## src/rtl/bxd_pkg.sv

```systemverilog
package bxd_pkg;

  typedef enum logic [1:0] {
    OP_EXTRACT = 2'd0,
    OP_DEPOSIT = 2'd1,
    OP_ZHIGH   = 2'd2,
    OP_NONE    = 2'd3
  } bxdOp_e;

  // strobes from control to datapath
  typedef struct packed {
    logic load;
    logic step;
  } bxdStrobe_t;

endpackage

```

## src/rtl/bxd_ctrl.sv

```systemverilog
module bxd_ctrl
  import bxd_pkg::*;
(
  input  logic       clk,
  input  logic       rst_n,
  input  logic       start,
  input  logic       loadQuick,
  input  logic       lastBit,
  output bxdStrobe_t strb,
  output logic       busy,
  output logic       done
);

  logic busyReg;
  logic doneReg;

  always_comb begin
    strb.load = start && !busyReg;
    strb.step = busyReg;
  end

  always_ff @(posedge clk) begin
    if (!rst_n) begin
      busyReg <= 1'b0;
      doneReg <= 1'b0;
    end else if (strb.load) begin
      busyReg <= !loadQuick;
      doneReg <= loadQuick;
    end else if (busyReg) begin
      busyReg <= !lastBit;
      doneReg <= lastBit;
    end else begin
      doneReg <= 1'b0;
    end
  end

  assign busy = busyReg;
  assign done = doneReg;

  // walking and completion never overlap
  a_r5_busy_done_exclusive: assert property (@(posedge clk) disable iff (!rst_n)
    busyReg |-> !doneReg);

  // completion only follows an accepted start or a walk
  a_r8_done_has_cause: assert property (@(posedge clk) disable iff (!rst_n)
    doneReg |-> $past(busyReg || start));

endmodule

```

## src/rtl/bxd_datapath.sv

```systemverilog
module bxd_datapath
  import bxd_pkg::*;
#(
  parameter int DATA_W = 64,
  parameter int IDX_W  = 8
) (
  input  logic              clk,
  input  logic              rst_n,
  input  bxdStrobe_t        strb,
  input  logic [1:0]        opIn,
  input  logic              narrowIn,
  input  logic [DATA_W-1:0] srcIn,
  input  logic [DATA_W-1:0] maskIn,
  output logic              loadQuick,
  output logic              lastBit,
  output logic [DATA_W-1:0] result
);

  localparam int HALF_W = DATA_W / 2;

  bxdOp_e opNew, opReg;
  logic narrowReg;
  logic [DATA_W-1:0] keepMask, effSrc, effMask, lowOnes, zhRes;
  logic [DATA_W-1:0] srcReg, maskReg, bitSel, lowBit, maskDrop, resReg;
  logic walkNew;
  int   idxVal;

  always_comb begin
    opNew    = bxdOp_e'(opIn);
    keepMask = narrowIn ? {{(DATA_W-HALF_W){1'b0}}, {HALF_W{1'b1}}} : {DATA_W{1'b1}};
    effSrc   = srcIn & keepMask;
    effMask  = maskIn & keepMask;
    idxVal   = int'(maskIn[IDX_W-1:0]);
    walkNew  = (opNew == OP_EXTRACT) || (opNew == OP_DEPOSIT);
    loadQuick = !walkNew || (effMask == '0);
  end

  // ones below the index; indices past the width keep every bit
  for (genvar g = 0; g < DATA_W; g++) begin : gLowOnes
    assign lowOnes[g] = (g < idxVal);
  end
  assign zhRes = effSrc & lowOnes;

  always_comb begin
    lowBit   = maskReg & (-maskReg);
    maskDrop = maskReg & (maskReg - DATA_W'(1));
    lastBit  = (maskDrop == '0);
  end

  always_ff @(posedge clk) begin
    if (!rst_n) begin
      srcReg    <= '0;
      maskReg   <= '0;
      bitSel    <= '0;
      resReg    <= '0;
      opReg     <= OP_NONE;
      narrowReg <= 1'b0;
    end else if (strb.load) begin
      srcReg    <= effSrc;
      maskReg   <= walkNew ? effMask : '0;
      bitSel    <= DATA_W'(1);
      opReg     <= opNew;
      narrowReg <= narrowIn;
      resReg    <= (opNew == OP_ZHIGH) ? zhRes : '0;
    end else if (strb.step) begin
      maskReg <= maskDrop;
      bitSel  <= bitSel << 1;
      if (opReg == OP_EXTRACT && (srcReg & lowBit) != '0)
        resReg <= resReg | bitSel;
      else if (opReg == OP_DEPOSIT && (srcReg & bitSel) != '0)
        resReg <= resReg | lowBit;
    end
  end

  assign result = resReg;

  // result moves only on a load or a walk step
  a_r8_result_hold: assert property (@(posedge clk) disable iff (!rst_n)
    (!strb.load && !strb.step) |=> $stable(resReg));

  // each walk step retires exactly one mask bit
  a_r5_one_bit_per_step: assert property (@(posedge clk) disable iff (!rst_n)
    (strb.step && maskReg != '0) |=> ($countones(maskReg) == $countones($past(maskReg)) - 1));

  // narrow operations never reach the upper half
  a_r7_narrow_upper_zero: assert property (@(posedge clk) disable iff (!rst_n)
    narrowReg |-> (resReg[DATA_W-1:HALF_W] == '0));

  // running position stays one-hot or empty
  a_r5_bitsel_onehot: assert property (@(posedge clk) disable iff (!rst_n)
    $onehot0(bitSel));

endmodule

```

## src/rtl/bxd_unit.sv

```systemverilog
module bxd_unit
  import bxd_pkg::*;
#(
  parameter int DATA_W = 64,
  parameter int IDX_W  = 8
) (
  input  logic              clk,
  input  logic              rst_n,
  input  logic              start,
  input  logic [1:0]        opcode,
  input  logic              narrow,
  input  logic [DATA_W-1:0] srcIn,
  input  logic [DATA_W-1:0] maskIn,
  output logic              busy,
  output logic              done,
  output logic [DATA_W-1:0] result
);

  bxdStrobe_t strb;
  logic loadQuick;
  logic lastBit;

  bxd_ctrl uCtrl (
    .clk       (clk),
    .rst_n     (rst_n),
    .start     (start),
    .loadQuick (loadQuick),
    .lastBit   (lastBit),
    .strb      (strb),
    .busy      (busy),
    .done      (done)
  );

  bxd_datapath #(.DATA_W(DATA_W), .IDX_W(IDX_W)) uPath (
    .clk       (clk),
    .rst_n     (rst_n),
    .strb      (strb),
    .opIn      (opcode),
    .narrowIn  (narrow),
    .srcIn     (srcIn),
    .maskIn    (maskIn),
    .loadQuick (loadQuick),
    .lastBit   (lastBit),
    .result    (result)
  );

endmodule

```

## config.mk

```make
export PLATFORM = sky130hd
export DESIGN_NAME = bxd_unit
export DESIGN_NICKNAME = d
export VERILOG_FILES = /design/src/rtl/bxd_pkg.sv /design/src/rtl/bxd_ctrl.sv /design/src/rtl/bxd_datapath.sv /design/src/rtl/bxd_unit.sv
export SDC_FILE = /design/constraint.sdc
export NUM_CORES = 1
export LEC_CHECK = 0
export ABC_AREA = 1
export BUFFER_PORTS_ARGS = -buffer_cell sky130_fd_sc_hd__buf_2
export CAP_MARGIN = 20
export CORE_MARGIN = 1.5
export CORE_UTILIZATION = 40
export CTS_BUF_LIST = sky130_fd_sc_hd__clkbuf_4
export DETAILED_ROUTE_END_ITERATION = 16
export PLACE_DENSITY = 0.65
export SKIP_LAST_GASP = 1
export SYNTH_ARGS = -nofsm -noshare
export SYNTH_HDL_FRONTEND = slang
export SYNTH_SLANG_ARGS = --single-unit
```

## constraint.sdc

```tcl
create_clock -name clk -period 2.15 [get_ports clk]
set_input_delay 0.1075 -clock clk [delete_from_list [all_inputs] [get_ports clk]]
set_output_delay 0.1075 -clock clk [all_outputs]
set_load 0.005 [all_outputs]
```

=== Yosys cells after proc, flatten, opt, wreduce, memory -nomap -nowiden ===
Index checks and enable logic that the tools add are counted.

* Multiplexer cells: 15
* Add/sub/neg operators: 2
* Equality and inequality tests: 3
* Reductions and logical operators: 19
* Bitwise gates (word level): 10
* Magnitude comparators: 64

{| class="wikitable"
|+ Operator list
! kind !! count
|-
| $mux 64 || 9
|-
| $and 64x64->64 || 7
|-
| $lt 6x8->1 const A || 32
|-
| $logic_not 64->1 || 2
|-
| $lt 5x8->1 const A || 16
|-
| $or 64x64->64 || 2
|-
| $reduce_bool 64->1 || 2
|-
| $lt 4x8->1 const A || 8
|-
| $neg 64->64 || 1
|-
| $sub 64x1->64 const B || 1
|-
| $lt 3x8->1 const A || 4
|-
| $lt 1x8->1 const A || 2
|-
| $lt 2x8->1 const A || 2
|-
| $mux 1 || 6
|-
| $eq 2x1->1 const B || 2
|-
| $logic_not 1->1 || 4
|-
| $logic_not 2->1 || 2
|-
| $logic_and 1x1->1 || 3
|-
| $reduce_bool 3->1 || 1
|-
| $eq 2x2->1 const B || 1
|-
| $logic_or 1x1->1 || 2
|-
| $reduce_and 2->1 || 1
|-
| $reduce_bool 2->1 || 1
|-
| $reduce_or 2->1 || 1
|-
| $not 1->1 || 1
|}

* Output and inout bits: 66
* Word-level logic and storage cells: 121
* Bits in registers: 260
* Bits of input ports: 134

=== Depth between registers and ports, before layout ===
Gate-level depths: netlist of the first run.

* Depth in word-level cells: 8
* Depth in mapped cells: 21
* Depth with buffers taken out: 19

=== Cells and area by module ===
Synthesis of the first run repeated with hierarchy kept, for this count alone.

* Cells, all modules: 2549
* Area, all modules: 15328.5 µm²

{| class="wikitable"
|+ By module, submodules not included
! module !! area each (µm²) !! cells each !! times used
|-
| bxd_datapath || 15227.1 || 2533 || 1
|-
| bxd_ctrl || 101.3 || 16 || 1
|}

=== Worst setup path after synthesis of the first run ===
No wires, ideal clock.

* Path type: reg-to-reg
* Start: register uPath.maskReg[5]
* End: register uPath.resReg[42] (netlist: uPath.result[42])
* Arrival: 2040 ps
* Required time: 2033 ps
* Cell stages (with the launch flop): 19
* Setup slack: -6 ps
* Path buffers: 2
* Setup time: 117 ps
* Path through: dfxtp_1 > nor2_1 > nand2_1 > nor2_1 > nand2_1 > nor2_4 > nand4_1 > nand2_1 > nor2_1 > nand2_1 > nor2_1 > nand3_1 > nand2_1 > nand2_1 > nand2_1 > buf_4 > buf_2 > nor2_1 > a21oi_1

* Cells in the longest elaborated chain, start to end: 8

{| class="wikitable"
|+ RTL lines
! item !! RTL line !! text
|-
| from (decl) || bxd_datapath.sv:24 || <nowiki>logic [DATA_W-1:0] srcReg, maskReg, bitSel, lowBit, maskDrop, resReg;</nowiki>
|-
| from (signal assigned) || bxd_datapath.sv:60 || <nowiki>maskReg <= walkNew ? effMask : '0;</nowiki>
|-
| from (signal assigned) || bxd_datapath.sv:66 || <nowiki>maskReg <= maskDrop;</nowiki>
|-
| $neg 64->64 || bxd_datapath.sv:45 || <nowiki>lowBit = maskReg & (-maskReg);</nowiki>
|-
| $and 64x64->64 (*) || bxd_datapath.sv:45 ||
|-
| $and 64x64->64 || bxd_datapath.sv:68 || <nowiki>if (opReg == OP_EXTRACT && (srcReg & lowBit) != '0)</nowiki>
|-
| $reduce_bool 64->1 || bxd_datapath.sv:68 ||
|-
| $logic_and 1x1->1 || bxd_datapath.sv:68 ||
|-
| $mux 64 || bxd_datapath.sv:68 ||
|-
| $mux 64 || bxd_datapath.sv:65 || <nowiki>end else if (strb.step) begin</nowiki>
|-
| $mux 64 || bxd_datapath.sv:58 || <nowiki>end else if (strb.load) begin</nowiki>
|-
| to (signal assigned) || bxd_datapath.sv:64 || <nowiki>resReg <= (opNew == OP_ZHIGH) ? zhRes : '0;</nowiki>
|-
| to (signal assigned) || bxd_datapath.sv:69 || <nowiki>resReg <= resReg | bitSel;</nowiki>
|-
| to (signal assigned) || bxd_datapath.sv:71 || <nowiki>resReg <= resReg | lowBit;</nowiki>
|-
| to (decl) || bxd_datapath.sv:24 ||
|}

Every way passes the cells marked *; elsewhere a longest branch is shown, timed or not. The select of a mux whose other input is x is not followed.
A chain may end at the register's enable or synchronous reset.

=== Worst setup path after layout of the first run ===
* Start: register uPath.maskReg[1]
* End: register uPath.resReg[54] (netlist: uPath.result[54])

The elaborated chain is that of the path after synthesis.

==> results of run 1 <==
[cell usage in the layout (no fill, tap or decap), types with 43 or more instances in the layout]
master / instances
nor2_4: 43
clkbuf_4: 109
nand4_1: 58
nor2_1: 271
nor2_2: 56
dfxtp_1: 226
nand2_1: 775
a31oi_1: 55
dlygate4sd3_1: 196
nand3_1: 168
nand2_2: 69
buf_4: 405
inv_1: 208
buf_2: 199
a21oi_1: 119
nor3_1: 43
o21ai_0: 61
[worst max-delay path: cells and delay by family (launching register included)]
family	cells	cell delay, ns
compound gates	1	0.16
buf+inv	5	0.75
simple gates	14	1.47
flops	1	0.34
[power by group]
group	internal [W]	total (W)	switching, W
logic	0.00257	0.00577	0.00321
clock network	0.00242	0.00484	0.00242
registers	0.00507	0.00537	0.000299
[cells by family after synthesis]
group / after synthesis / synth area share
AOI/OAI and AO/OA: 335 / 0.1294
buffers and inverters: 353 / 0.09286
and+or+nand+nor: 1590 / 0.4365
DFF: 260 / 0.3413
[routing by layer]
metal	GRT usage	vias to the layer above	routed length, µm
li1	-	9985	-
met1	0.5888	10270	36210
met2	0.6438	1530	38130
met3	0.1303	303	11960
met4	0.2089	6	4791
met5	0	-	37
[state kept, by name (all words and copies together) (netlist names)]
signal         flops
uPath.result      64
uPath.opReg        2
uCtrl.done         1
uPath.bitSel      64
uPath.maskReg     64
uPath.srcReg      64
uCtrl.busy         1
[metrics by stage]
stage                     setup TNS (ns)  area [µm²]  hold WS [ns]  total power (W)  instances
after floorplan                        0       15250        0.2252         0.007290       2538
after CTS                         -37.80       23660       0.07793          0.01524       3890
after global placement            -44.11       19650        0.3610         0.009650       3521
after global routing              -45.76       25000        0.1158          0.01651       3921
final                             -37.56       25000        0.1288          0.01599       3921
after detailed placement          -45.62       19650        0.3590         0.009675       3521
[how the worst max path moves through the flow]
stage / cells past startpoint / end / from
floorplan: 20 / uPath.result[42] / uPath.maskReg[0]
global placement: 16 / uCtrl.done / uPath.maskReg[11]
detailed placement: 16 / uCtrl.done / uPath.maskReg[11]
CTS: 14 / uCtrl.done / uPath.maskReg[23]
global route: 21 / uPath.result[32] / uPath.maskReg[32]
finish: 20 / uPath.result[54] / uPath.maskReg[1]
[cell type report]
class                   instances  area share
diodes                          2   0.0002002
clock buffers                 109     0.03274
clock inverters                15    0.003854
inverters                     223     0.03369
multi-input cells            1925      0.3907
flip-flops and latches        260      0.2114
well taps                     511     0.02558
repair buffers                876      0.3018
[what timing repair did]
item,4_1_cts,5_1_grt
cloned,13,15
hold buffers,196,0
pin swaps,14,75
resized for setup,140,250
buffers inserted,37,19
hold endpoints to repair,203,0
endpoints found under the setup margin,67,105
==> results.py, run 1 <==
metrics = {
    "route": {
        "via_per_inst": 5.635,
        "firstDrtPassIters": 8,
        "drt_wl_total_mm": 91.13,
        "ant_nets": 0,
        "vias": 22100,
        "avgRoutedWirePerCell_um": 23.24,
        "drc_errors": 0,
        "drt_iter0_markers": 2956,
    },
    "synth": {
        "avgSynthCellArea_um2": 6.010,
        "synth-edff-count": 0,
        "ys_ff_latch": 260,
        "ys_types": 42,
        "seq_area_frac_synth": 0.3413,
        "synth_nets": 2672,
        "synth_area_leaders": "dfxtp_1 34%, nand2_1 21%, nor2_1 8.6%",
        "synth_common_cells": "860 x nand2_1, 351 x nor2_1, 260 x dfxtp_1",
        "synth.most_common_cell": "nand2_1",
        "syn-cell-area_um2": 15250,
        "synthArstFlopShare": 0,
        "synth.largest_area_cell": "dfxtp_1",
        "netlist_instances": 2538,
        "ys.flop_type": "dfxtp_1",
        "ys_warn_count": 0,
        "synth_top_cell_area_share": 0.3413,
    },
    "die": {
        "rows": 71,
        "die_w_um": 198.3,
        "die_area_um2": 39310,
        "die_height_um": 198.3,
        "initial_core_util": 0.4059,
        "io_pins": 200,
        "coreArea_um2": 37580,
    },
    "final_layout": {
        "register_area_um2": 5285,
        "multi_input_area_um2": 9766,
        "synthToLayoutAreaGrowth_pct": 63.89,
        "drive_gt1_frac": 0.3283,
        "fin_util": 0.6652,
        "n_fill_cell": 3345,
        "final_net_count": 3497,
    },
    "run_status": {
        "violations": "setup timing",
        "outcome": "finished with violations",
    },
    "critical_path": {
        "cp.arrival_ns": 3.50,
        "reg2reg_depth": 20,
        "startpoint_type": "flop",
        "reg2reg_to": "uPath.result[54]",
        "rr_startpoint": "uPath.maskReg[1]",
        "crit_type": "flop to flop",
        "rrSetupSlack_ns": -0.65,
        "max_stage_delay_ns": 0.34,
        "cp-end-kind": "flop",
        "cp_slowest_cell": "dfxtp_2",
        "cp_max_fo": 7,
        "worstPathRequired_ns": 2.85,
        "cp_cell_sequence": "nor2_4 > nand2_4 > buf_6 > nor2_4 > nand2_2 > nor2_4 > buf_6 > nand4_1 > nand2_1 > nor2_1 > nand2_1 > nor2_1 > nand3_2 > buf_6 > buf_12 > buf_12 > nand3_1 > nand3_2 > nand2_2 > a21oi_2",
    },
    "sta": {
        "finalHoldViolCount": 0,
        "period_share": 1.300,
        "fin_ws_ns": -0.6457,
        "grt_setup_unrepaired": "true",
        "drv_slew": 0,
        "setup_viol": 66,
        "maxSlewHeadroom": 0.3353,
        "max_freq_mhz": 357.7,
        "worst_pin_slew_ns": 0.9894,
        "fin_crit_ns": 2.796,
        "clock_skew_ns": 0.06061,
    },
    "clocking": {
        "root_buffer": "clkbuf_4",
        "path_clk_slew_ns": 0.07,
        "cts_buffers": 77,
        "insertion_delay_ns": 0.83,
        "htree_levels": 3,
        "cts_buffer_depth": 3,
        "cts_tree": "built",
        "cts.sinks": 260,
    },
    "global_routing": {
        "grt_start_max_net_pins": 87,
        "grt_pass1_wl_mm": 126.9,
        "grt-ovfl-total": 0,
        "antenna_found_initial": 6,
        "grt_use_total": 0.4401,
        "first_global_vias": 20270,
    },
    "pwr": {
        "ir_drop_mv": 0.4422,
        "power.leakage_nw": 11.38,
        "pwr_density_cell_nw_per_um2": 639.7,
    },
    "placement": {
        "io_buffers": 199,
        "dp_hpwl_mm": 62.17,
        "gp_congestion": 0.9955,
        "place_ws_ns": -0.8509,
    },
    "run": {
        "max_cap_viol_count": 0,
    },
    "worst_hold_path": {
        "worstHoldStart": "srcIn[45]",
        "whs_path_depth": 4,
        "hold_class": "input port to flop",
        "min_to": "uPath.srcReg[45]",
    },
}
(Power assumes the default switching activity.)
==> run 2: changes to the inputs <==
--- a/config.mk
+++ b/config.mk
@@ -12,6 +12,7 @@
 export CORE_UTILIZATION = 40
 export CTS_BUF_LIST = sky130_fd_sc_hd__clkbuf_4
 export DETAILED_ROUTE_END_ITERATION = 16
+export GPL_TIMING_DRIVEN = 0
 export PLACE_DENSITY = 0.65
 export SKIP_LAST_GASP = 1
 export SYNTH_ARGS = -nofsm -noshare
==> results.py, run 2 (synthesis results as in run 1) <==
metrics = {
    "clocking": {
        "insertion_delay_ns": 0.83,
        "htree_levels": 3,
        "root_buffer": "clkbuf_4",
        "cts_buffer_depth": 3,
        "cts.sinks": 260,
        "cts_tree": "built",
        "cts_buffers": 79,
        "path_clk_slew_ns": 0.07,
    },
    "sta": {
        "drv_slew": 0,
        "holdWs_ns": 0.08669,
        "fin_crit_ns": 2.744,
        "finalHoldViolCount": 0,
        "worst_pin_slew_ns": 1.396,
        "maxSlewHeadroom": 0.05917,
        "clock_skew_ns": 0.07406,
        "max_freq_mhz": 364.4,
        "period_share": 1.276,
        "fin_ws_ns": -0.5939,
        "setup_viol": 66,
        "grt_setup_unrepaired": "true",
    },
    "final_layout": {
        "drive_gt1_frac": 0.2448,
        "final_net_count": 3124,
        "synthToLayoutAreaGrowth_pct": 38.26,
        "final_common_cell": "nand2_1",
        "final_cell_mix": "760 x nand2_1, 239 x nor2_1, 221 x dfxtp_1, 208 x inv_1, 208 x nand3_1",
        "fin_util": 0.5612,
    },
    "die": {
        "rows": 71,
        "initial_core_util": 0.4059,
        "io_pins": 200,
        "die_height_um": 198.3,
        "die_area_um2": 39310,
        "coreArea_um2": 37580,
        "die_w_um": 198.3,
    },
    "critical_path": {
        "crit_type": "flop to flop",
        "cp_max_fo": 10,
        "cp.arrival_ns": 3.51,
        "worstPathRequired_ns": 2.91,
        "startpoint_type": "flop",
        "cp-end-kind": "flop",
    },
    "global_routing": {
        "grt_use_total": 0.4256,
        "first_global_vias": 18750,
        "grt_pass1_wl_mm": 120.6,
        "antenna_found_initial": 3,
        "grt-ovfl-total": 0,
        "grt_start_max_net_pins": 14,
    },
    "run_status": {
        "outcome": "finished with violations",
        "violations": "setup timing",
    },
    "route": {
        "drt_iter0_markers": 2550,
        "drc_errors": 0,
        "avgRoutedWirePerCell_um": 24.13,
        "vias": 20300,
        "ant_nets": 0,
        "firstDrtPassIters": 7,
        "drt_wl_total_mm": 85.94,
        "via_per_inst": 5.701,
    },
    "pwr": {
        "pwr_density_cell_nw_per_um2": 713.0,
        "ir_drop_mv": 0.4610,
        "power.leakage_nw": 8.927,
    },
    "placement": {
        "dp_hpwl_mm": 65.85,
        "gp_congestion": 1.064,
        "io_buffers": 196,
    },
    "run": {
        "max_cap_viol_count": 0,
    },
    "worst_hold_path": {
        "hold_class": "input port to flop",
    },
}
## run 2: path summary, 6_finish.rpt
check	slack [ns]	end	startpoint	depth (start not counted)
setup / recovery	-0.59	uPath.result[32]	uPath.srcReg[8]	11
hold / removal	0.09	uPath.srcReg[7]	srcIn[7]	4
setup reg to reg	-0.59	uPath.result[32]	uPath.srcReg[8]	11
hold reg to reg	0.48	uPath.bitSel[1]	uPath.bitSel[0]	2
## run 2: cell type report
type / count / area (µm²)
diodes: 2 / 5.005
plain buffers: 129 / 757.0
clock buffers: 115 / 863.3
clock inverters: 24 / 141.4
fillers: 3804 / 16490
inverters: 223 / 847.1
multi-input cells: 1925 / 9768
flip-flops and latches: 260 / 5269
well taps: 511 / 639.4
repair buffers: 372 / 2798
## run 2: per-layer routing
layer | vias to the layer above | routed length (µm) | part of all wire | track usage
met5 | - | 13 | 0.00015 | 0
met4 | 2 | 5249 | 0.061 | 0.2366
met3 | 277 | 9369 | 0.11 | 0.08874
met2 | 1329 | 36350 | 0.42 | 0.6337
met1 | 9447 | 34960 | 0.41 | 0.5709
li1 | 9245 | - | - | -
## run 2: what timing repair did
action	CTS	global route
buffers inserted	21	7
endpoints found under the hold margin	196	0
gates resized for setup	269	202
cloned	4	2
pin swaps	29	35
endpoints found under the setup margin	209	213
hold buffers	139	0
## run 2: worst max-delay path, stage by stage (launching register included)
cell     delay [ns]
dfxtp_1        0.40
nand2_1        0.25
nand4_1        0.13
nor4_1         0.56
nand4_1        0.24
a21oi_1        0.27
nand2_4        0.10
nand2_8        0.10
buf_12         0.19
buf_6          0.20
nor2_1         0.08
a21oi_2        0.14
## run 2: stage by stage
step	std cells	setup WS, ns	total power, W	setup TNS, ns	area (µm²)
2_1_floorplan	2538	0.006967	0.007290	0	15250
3_3_place_gp	3245	-1.305	0.008734	-129.28	16870
3_5_place_dp	3248	-1.274	0.008746	-129.01	16890
4_1_cts	3550	-0.4990	0.01449	-30.89	20360
5_1_grt	3561	-0.6792	0.01553	-40.72	21090
6_report	3561	-0.5939	0.01504	-36.13	21090
## run 2: report_power, final
| group | switching, W | internal, W |
|---|---|---|
| Combinational | 0.00298 | 0.00154 |
| Clock | 0.00253 | 0.00259 |
| Sequential | 0.000320 | 0.00508 |
| Total | 0.00583 | 0.00920 |
